[src/rtl/row_vtiming_pkg.sv]
package row_vtiming_pkg;
  typedef enum logic {
    PH_ACTIVE = 1'b0,
    PH_BLANK  = 1'b1
  } phase_e;
endpackage

[src/rtl/row_scan_cnt.sv]
module row_scan_cnt #(
  parameter int LINES_PER_ROW = 13,
  localparam int SCAN_W = $clog2(LINES_PER_ROW)
) (
  input  logic clk_i,
  input  logic rst_ni,
  input  logic line_adv_i,
  output logic wrap_o
);
  localparam logic [SCAN_W-1:0] SCAN_LAST = SCAN_W'(LINES_PER_ROW - 1);

  logic [SCAN_W-1:0] scan_q;

  assign wrap_o = line_adv_i && (scan_q == SCAN_LAST);

  always_ff @(posedge clk_i or negedge rst_ni) begin
    if (!rst_ni)         scan_q <= '0;
    else if (wrap_o)     scan_q <= '0;
    else if (line_adv_i) scan_q <= scan_q + 1'b1;
  end
endmodule

[src/rtl/row_text_cnt.sv]
module row_text_cnt #(
  parameter int ROW_W       = 4,
  parameter int ACTIVE_ROWS = 16,
  parameter int BLANK_ROWS  = 4
) (
  input  logic             clk_i,
  input  logic             rst_ni,
  input  logic             step_i,
  input  row_vtiming_pkg::phase_e phase_i,
  output logic [ROW_W-1:0] row_o,
  output logic             carry_o
);
  import row_vtiming_pkg::*;

  localparam int          MOD         = 1 << ROW_W;
  localparam logic [ROW_W-1:0] ACT_PRESET = ROW_W'(MOD - ACTIVE_ROWS);
  localparam logic [ROW_W-1:0] BLK_PRESET = ROW_W'(MOD - BLANK_ROWS);

  logic [ROW_W-1:0] row_q;
  logic [ROW_W-1:0] preset;

  assign carry_o = &row_q;
  // reload value belongs to the phase being entered
  assign preset  = (phase_i == PH_ACTIVE) ? BLK_PRESET : ACT_PRESET;

  always_ff @(posedge clk_i or negedge rst_ni) begin
    if (!rst_ni) row_q <= ACT_PRESET;
    else if (step_i) begin
      if (carry_o) row_q <= preset;
      else         row_q <= row_q + 1'b1;
    end
  end

  assign row_o = row_q;
endmodule

[src/rtl/row_phase_ctl.sv]
module row_phase_ctl (
  input  logic clk_i,
  input  logic rst_ni,
  input  logic step_i,
  input  logic carry_i,
  output row_vtiming_pkg::phase_e phase_o,
  output logic frame_start_o
);
  import row_vtiming_pkg::*;

  phase_e phase_q;
  logic   fs_q;
  logic   flip;

  assign flip = step_i && carry_i;

  always_ff @(posedge clk_i or negedge rst_ni) begin
    if (!rst_ni) begin
      phase_q <= PH_ACTIVE;
      fs_q    <= 1'b0;
    end else begin
      fs_q <= flip && (phase_q == PH_BLANK);
      if (flip) phase_q <= (phase_q == PH_ACTIVE) ? PH_BLANK : PH_ACTIVE;
    end
  end

  assign phase_o       = phase_q;
  assign frame_start_o = fs_q;
endmodule

[src/rtl/row_vtiming.sv]
module row_vtiming #(
  parameter int LINES_PER_ROW = 13,
  parameter int ROW_W         = 4,
  parameter int ACTIVE_ROWS   = 16,
  parameter int BLANK_ROWS    = 4
) (
  input  logic             clk_i,
  input  logic             rst_ni,
  input  logic             line_adv_i,
  output logic [ROW_W-1:0] row_o,
  output logic             vdisp_no,
  output logic             frame_start_o
);
  import row_vtiming_pkg::*;

  logic   row_step;
  logic   row_carry;
  phase_e phase;

  row_scan_cnt #(.LINES_PER_ROW(LINES_PER_ROW)) u_scan (
    .clk_i      (clk_i),
    .rst_ni     (rst_ni),
    .line_adv_i (line_adv_i),
    .wrap_o     (row_step)
  );

  row_text_cnt #(
    .ROW_W       (ROW_W),
    .ACTIVE_ROWS (ACTIVE_ROWS),
    .BLANK_ROWS  (BLANK_ROWS)
  ) u_rows (
    .clk_i   (clk_i),
    .rst_ni  (rst_ni),
    .step_i  (row_step),
    .phase_i (phase),
    .row_o   (row_o),
    .carry_o (row_carry)
  );

  row_phase_ctl u_phase (
    .clk_i         (clk_i),
    .rst_ni        (rst_ni),
    .step_i        (row_step),
    .carry_i       (row_carry),
    .phase_o       (phase),
    .frame_start_o (frame_start_o)
  );

  assign vdisp_no = (phase == PH_BLANK);
endmodule

[config.mk]
export PLATFORM = sky130hd
export DESIGN_NAME = row_vtiming
export DESIGN_NICKNAME = d
export VERILOG_FILES = /design/src/rtl/row_vtiming_pkg.sv /design/src/rtl/row_scan_cnt.sv /design/src/rtl/row_text_cnt.sv /design/src/rtl/row_phase_ctl.sv /design/src/rtl/row_vtiming.sv
export SDC_FILE = /design/constraint.sdc
export NUM_CORES = 1
export LEC_CHECK = 0
export ABC_AREA = 0
export BUFFER_PORTS_ARGS = -buffer_cell sky130_fd_sc_hd__buf_2
export CAP_MARGIN = 20
export CORE_AREA = 8 8 45 47
export CTS_BUF_LIST = sky130_fd_sc_hd__clkbuf_4
export DETAILED_ROUTE_END_ITERATION = 12
export DIE_AREA = 0 0 53 55
export GPL_TIMING_DRIVEN = 0
export MAX_ROUTING_LAYER = met4
export PLACE_DENSITY_LB_ADDON = 0.05
export SLEW_MARGIN = 20
export SYNTH_ARGS = -nofsm -noshare
export SYNTH_HDL_FRONTEND = slang
export SYNTH_SLANG_ARGS = --single-unit
[constraint.sdc]
create_clock -name clk_i -period 2.56 [get_ports clk_i]
set_clock_uncertainty 0.05 [all_clocks]
set_input_delay 0 -clock clk_i [delete_from_list [all_inputs] [get_ports clk_i]]
set_output_delay 0 -clock clk_i [all_outputs]
set_load 0.02 [all_outputs]
==> results of run 1 <==
logic make-up (layout without fill, tap and decap cells):
| logic type | count (synthesis) | after routing | share of synthesized area |
|---|---|---|---|
| buf+inv | 4 | 18 | 0.0398 |
| simple gates | 15 | 15 | 0.143 |
| fa+ha+maj | 3 | 3 | 0.0796 |
| xor+xnor | 2 | 2 | 0.0371 |
| compound gates | 13 | 13 | 0.170 |
| flops | 10 | 10 | 0.531 |
synth_stat cells:
cell and count:
nand3_1 2, xnor2_1 1, and4_1 1, buf_4 1, dfrtp_1 10, nor2_1 2
a41oi_1 2, a21boi_0 1, nor3_1 1, o41ai_1 1, xor2_1 1, nand4_1 1
o21ai_0 3, a21oi_1 4, inv_1 3, o21ai_1 1, a31oi_1 1, ha_1 3
nand2_1 8
routing by layer:
metal	GRT usage	wire, um	part of all wire
met5	-	0	0
met4	0.0647	0	0
met3	0.0321	102	0.096
met1	0.0930	442	0.41
met2	0.143	522	0.49
cell type report:
type	count	share of cell area
Buffer	1	0.0130
Clock buffer	3	0.0390
Clock inverter	1	0.00649
Inverter	3	0.0195
Multi-Input combinational cell	33	0.351
Sequential cell	10	0.433
Tap cell	16	0.0346
Timing Repair Buffer	10	0.104
per-stage QoR:
step                       util  power, mW
final                     0.418      0.515
after floorplan               -      0.350
after global placement    0.384      0.392
after global routing      0.418      0.567
after detailed placement  0.384      0.408
after CTS                 0.418      0.522
sequential cells by signal (all words and copies together), names as in the netlist:
signal	count
u_rows.row_o	4
u_scan.scan_q	4
u_phase.frame_start_o	1
u_phase.phase_o	1
worst max-delay path: stages (launching register included):
cell	delay, ns
dfrtp_1	0.38
inv_1	0.09
ha_1	0.23
and4_1	0.20
buf_4	0.15
a41oi_1	0.23
a41oi_1	0.07
power breakdown:
part           total, mW  internal (mW)  switching, mW
Combinational      0.155         0.0615         0.0940
Clock              0.109         0.0562         0.0528
Sequential         0.251          0.201         0.0498
Total              0.515          0.318          0.197
timing repair:
action / in CTS / in global routing
setup buffers: 0 / 0
endpoints found under the hold margin: 12 / 0
hold buffers: 2 / 0
resized for setup: 0 / 0
worst max-delay path by stage:
stage	startpoint	endpoint	slack, ns	depth (start not counted)
after floorplan	u_scan.scan_q[0]	u_rows.row_o[3]	1.16	6
after detailed placement	u_scan.scan_q[0]	u_rows.row_o[3]	1.04	6
final	u_scan.scan_q[0]	u_rows.row_o[3]	1.01	6
after global routing	u_scan.scan_q[1]	u_rows.row_o[3]	0.92	6
after CTS	u_scan.scan_q[0]	u_rows.row_o[3]	1.01	6
after global placement	u_scan.scan_q[0]	u_rows.row_o[3]	1.11	6
==> metrics, run 1 <==
dpl ws=1.04 ns; die area=2920 sq um; WP data arrival=approximately 1.6 ns; share of cells above drive strength 1=0.197; # rows=14; hold_ws=approximately 0.075 ns; Clock Tree Root=clkbuf_4; total CTS buffers=3; FF+latch count, synth=10; register area=250 sq um; worst setup path category=reg2reg; chip height=55 um; Finished Cell Area=about 580 sq um; RR Startpoint=u_scan.scan_q[0]; vias=399; DP Wirelength=820 um; Final Hold Fails=0; pin count of the biggest net entering global routing=11; wire length per cell=13.9 um; Synth cell types=19; Power Density=891 nW/um^2; I/O pins=9; Cell Area, Synth=472 sq um; Fillers=145; worst skew pair latency=about 0.26 ns; crit share post-route=0.607; Core Region=1380 sq um; Syn Area/Cell=10.0 sq um; Seq/Total Area, Yosys=0.531; area of the multi-input gates=slightly above 200 sq um; Required @ worst endpoint=2.63 ns; initial detailed-routing violation count=1; first-pass GRT wire length=between 1500 and 2000 um; top cells by area, synth=dfrtp_1 (53%), ha_1 (8.0%), nand2_1 (6.4%); Net Count, Synth=53; max_cap viols=0; GP Congestion=approximately 0.7; FMAX=644 MHz; clock transition at the registers of the reported paths=~0.070 ns; Worst Max-Slew Pin Slew=0.322 ns; initial antenna violation count=0; commonest non-fill, non-tap cell in the layout=dfrtp_1; Clock Path Buffers=2; Synth Warn #=0; Synth top area share=0.531; # DRC=0; vias in the first global route=438; R2R cell count=6; reg-to-reg endpoint=u_rows.row_o[3]; Peak VDD IR=roughly 0.4 mV; layout overhead on the synthesized area=22.5%; Setup TNS=0 ns; status=finished clean; clock sinks=10; vias per std cell=5.18; gr ovfl total=0; Lkg Pwr=about 0.28 nW; I/O Buffers=8; top fanout value on the critical path=7; crit end category=flip-flop; ANT cells=0; Pre-antenna DRT Iters=2; placed cell count=71; placed instance area=532 sq um; Startpoint Class=flip-flop; RSZ-0062 raised after global routing=false; relative slew slack=0.783; GRT Overall Usage=0.0908; Post-Syn Instances=47; final WL=1070 um; post-route minimum period=1.55 ns; final worst slack=1.01 ns; Hold Crit Class=in2async; non-filler cells, final=just under 80; Nets=68; Routed Antenna Nets=0; flop-to-flop setup slack=1.01 ns; most frequent cells in the layout=dfrtp_1 (10), nand2_1 (8), buf_2 (8); area leader, netlist=dfrtp_1; final setup vio count=0; htree depth=1; max-slew violation count=0; Starting Density=0.341; Die X=53 um; CTS tree=built
Power figures use the tool's default switching activity.
==> run 2: changes to the inputs <==
clock period = 1.4 ns   (was 2.56 ns; I/O delays follow)
==> run 2 against run 1 <==
The flow now finishes with violations (setup timing). Register-to-register slack lost 1.0 ns. Combinational power increased to 2.9 times the previous value. Non-clock buffer count increased by 9. Count of clock-buffer cells in the layout unchanged. Hold slack better by 0.0022 ns. Highest routed layer unchanged.
==> metrics, run 2 (synthesis gave the netlist of run 1 again) <==
status=finished with violations (was finished clean); failing checks=setup timing; placed cell count=71 (unchanged); crit share post-route=1.00 (was 0.607); initial antenna violation count=0 (unchanged); CTS tree=built (unchanged); final WL=1270 um (was 1070 um); final cell utilization of the core=0.489 (was 0.418); GRT Overall Usage=0.0998 (was 0.0908); placed instance area=532 sq um (unchanged); Fillers=148 (was 145); Lkg Pwr=0.329 nW (was 0.285 nW); RSZ-0062 raised after global routing=true (was false); layout overhead on the synthesized area=43.5% (was 22.5%); total internal power=0.692 mW (was 0.318 mW); sequential share of power=0.418 (was 0.486); total CTS buffers=3 (unchanged); worst setup path category=reg2reg (unchanged); clock transition at the registers of the reported paths=0.07 ns (about the same); flop-to-flop setup slack=-0.001 ns (was 1.01 ns); # rows=14 (unchanged); non-filler cells, final=86 (was 77); reg-to-reg endpoint=u_rows.row_o[3] (unchanged); chip height=55 um (unchanged); RR Startpoint=u_scan.scan_q[1] (was u_scan.scan_q[0]); htree depth=1 (unchanged); clock share of power=0.181 (was 0.212); clock sinks=10 (unchanged); power after layout=1.12 mW (was 0.515 mW); Starting Density=0.341 (unchanged); Clock Path Buffers=2 (unchanged); R2R cell count=6 (unchanged); max_cap viols=0 (unchanged); wire length per cell=14.8 um (was 13.9 um); Clock Tree Root=clkbuf_4 (unchanged); dpl ws=-0.122 ns (was 1.04 ns); pin count of the biggest net entering global routing=11 (unchanged); Hold Crit Class=in2async (unchanged); Pre-antenna DRT Iters=4 (was 2); # DRC=0 (unchanged); DP Wirelength=820 um (unchanged); FMAX=714 MHz (was 644 MHz); max-slew violation count=0 (unchanged); switching power=0.424 mW (was 0.197 mW); I/O Buffers=8 (unchanged); vias=449 (was 399); commonest non-fill, non-tap cell in the layout=dfrtp_1 (unchanged); gr ovfl total=0 (unchanged); I/O pins=9 (unchanged); Switching Share=0.380 (was 0.382); final worst slack=-0.00132 ns (was 1.01 ns); initial detailed-routing violation count=4 (was 1); Comb power frac=0.401 (was 0.302); Die X=53 um (unchanged); Routed Antenna Nets=0 (unchanged); die area=2920 sq um (unchanged); Core Region=1380 sq um (unchanged); Setup TNS=-0.00132 ns (was 0 ns); crit end category=flip-flop (unchanged); first-pass GRT wire length=2050 um (was 1840 um); share of cells above drive strength 1=0.371 (was 0.197); worst skew pair latency=0.26 ns (about the same); relative slew slack=0.779 (was 0.783); vias in the first global route=475 (was 438); vias per std cell=5.22 (was 5.18); most frequent cells in the layout=dfrtp_1 (10), buf_4 (9), nand2_1 (8), buf_2 (8), a21oi_1 (4) (was dfrtp_1 (10), nand2_1 (8), buf_2 (8)); Worst Max-Slew Pin Slew=0.327 ns (was 0.322 ns); GP Congestion=0.687 (unchanged); post-route minimum period=1.40 ns (was 1.55 ns); WP data arrival=1.53 ns (was 1.62 ns); Startpoint Class=flip-flop (unchanged); Required @ worst endpoint=1.53 ns (was 2.63 ns); hold_ws=0.0774 ns (was 0.0753 ns); Peak VDD IR=0.793 mV (was 0.388 mV); ANT cells=0 (unchanged); Nets=77 (was 68); final setup vio count=1 (was 0); Finished Cell Area=677 sq um (was 578 sq um); top fanout value on the critical path=5 (was 7); Power Density=1650 nW/um^2 (was 891 nW/um^2); Final Hold Fails=0 (unchanged)
-- run 2: changes by cell type in the layout (fill, tap and decap cells not counted), sizes merged --
cell / before / now
buf: 9 / 18
-- run 2: layout make-up --
class                           instances  area (sq um)  area share
Buffer                                  1          11.3      0.0166
Clock buffer                            3          22.5      0.0333
Clock inverter                          1          3.75     0.00555
Inverter                                3          11.3      0.0166
Multi-Input combinational cell         33           230       0.340
Sequential cell                        10           250       0.370
Tap cell                               16          20.0      0.0296
Timing Repair Buffer                   19           128       0.189
-- run 2: worst max-delay path: stages, from the launching register on --
cell and delay, ns:
dfrtp_1 0.40, inv_2 0.10, ha_4 0.14, and4_1 0.21, buf_6 0.12, a41oi_2 0.12, a41oi_2 0.18
-- run 2: worst max path at each step --
stage / slack, ns / depth (start not counted) / end / startpoint
final: -0.001 / 6 / u_rows.row_o[3] / u_scan.scan_q[1]
after CTS: 0.01 / 6 / u_rows.row_o[3] / u_scan.scan_q[1]
after global routing: -0.07 / 6 / u_rows.row_o[3] / u_scan.scan_q[1]
after floorplan: 0.003 / 6 / u_rows.row_o[3] / u_scan.scan_q[0]
after detailed placement: -0.12 / 6 / u_rows.row_o[3] / u_scan.scan_q[0]
after global placement: -0.05 / 6 / u_rows.row_o[3] / u_scan.scan_q[0]
-- run 2: power groups by stage --
stage	sequential [mW]	clock, mW	combinational, mW
2_1_floorplan	0.477	0	0.162
3_3_place_gp	0.453	0	0.263
3_5_place_dp	0.462	0	0.284
4_1_cts	0.461	0.208	0.385
5_1_grt	0.477	0.228	0.498
6_report	0.466	0.202	0.448
-- run 2: repair_timing --
| item | in CTS | in global routing |
|---|---|---|
| endpoints found under the hold margin | 12 | 0 |
| endpoints found under the setup margin | 3 | 4 |
| resized for setup | 6 | 1 |
| hold buffers | 2 | 0 |
| pin swaps | 0 | 3 |
| setup buffers | 5 | 4 |
-- run 2: layer usage --
metal	global-route usage	part of all wire
met5	-	0
met4	0.0647	0
met3	0.0321	0.089
met2	0.162	0.51
met1	0.102	0.40
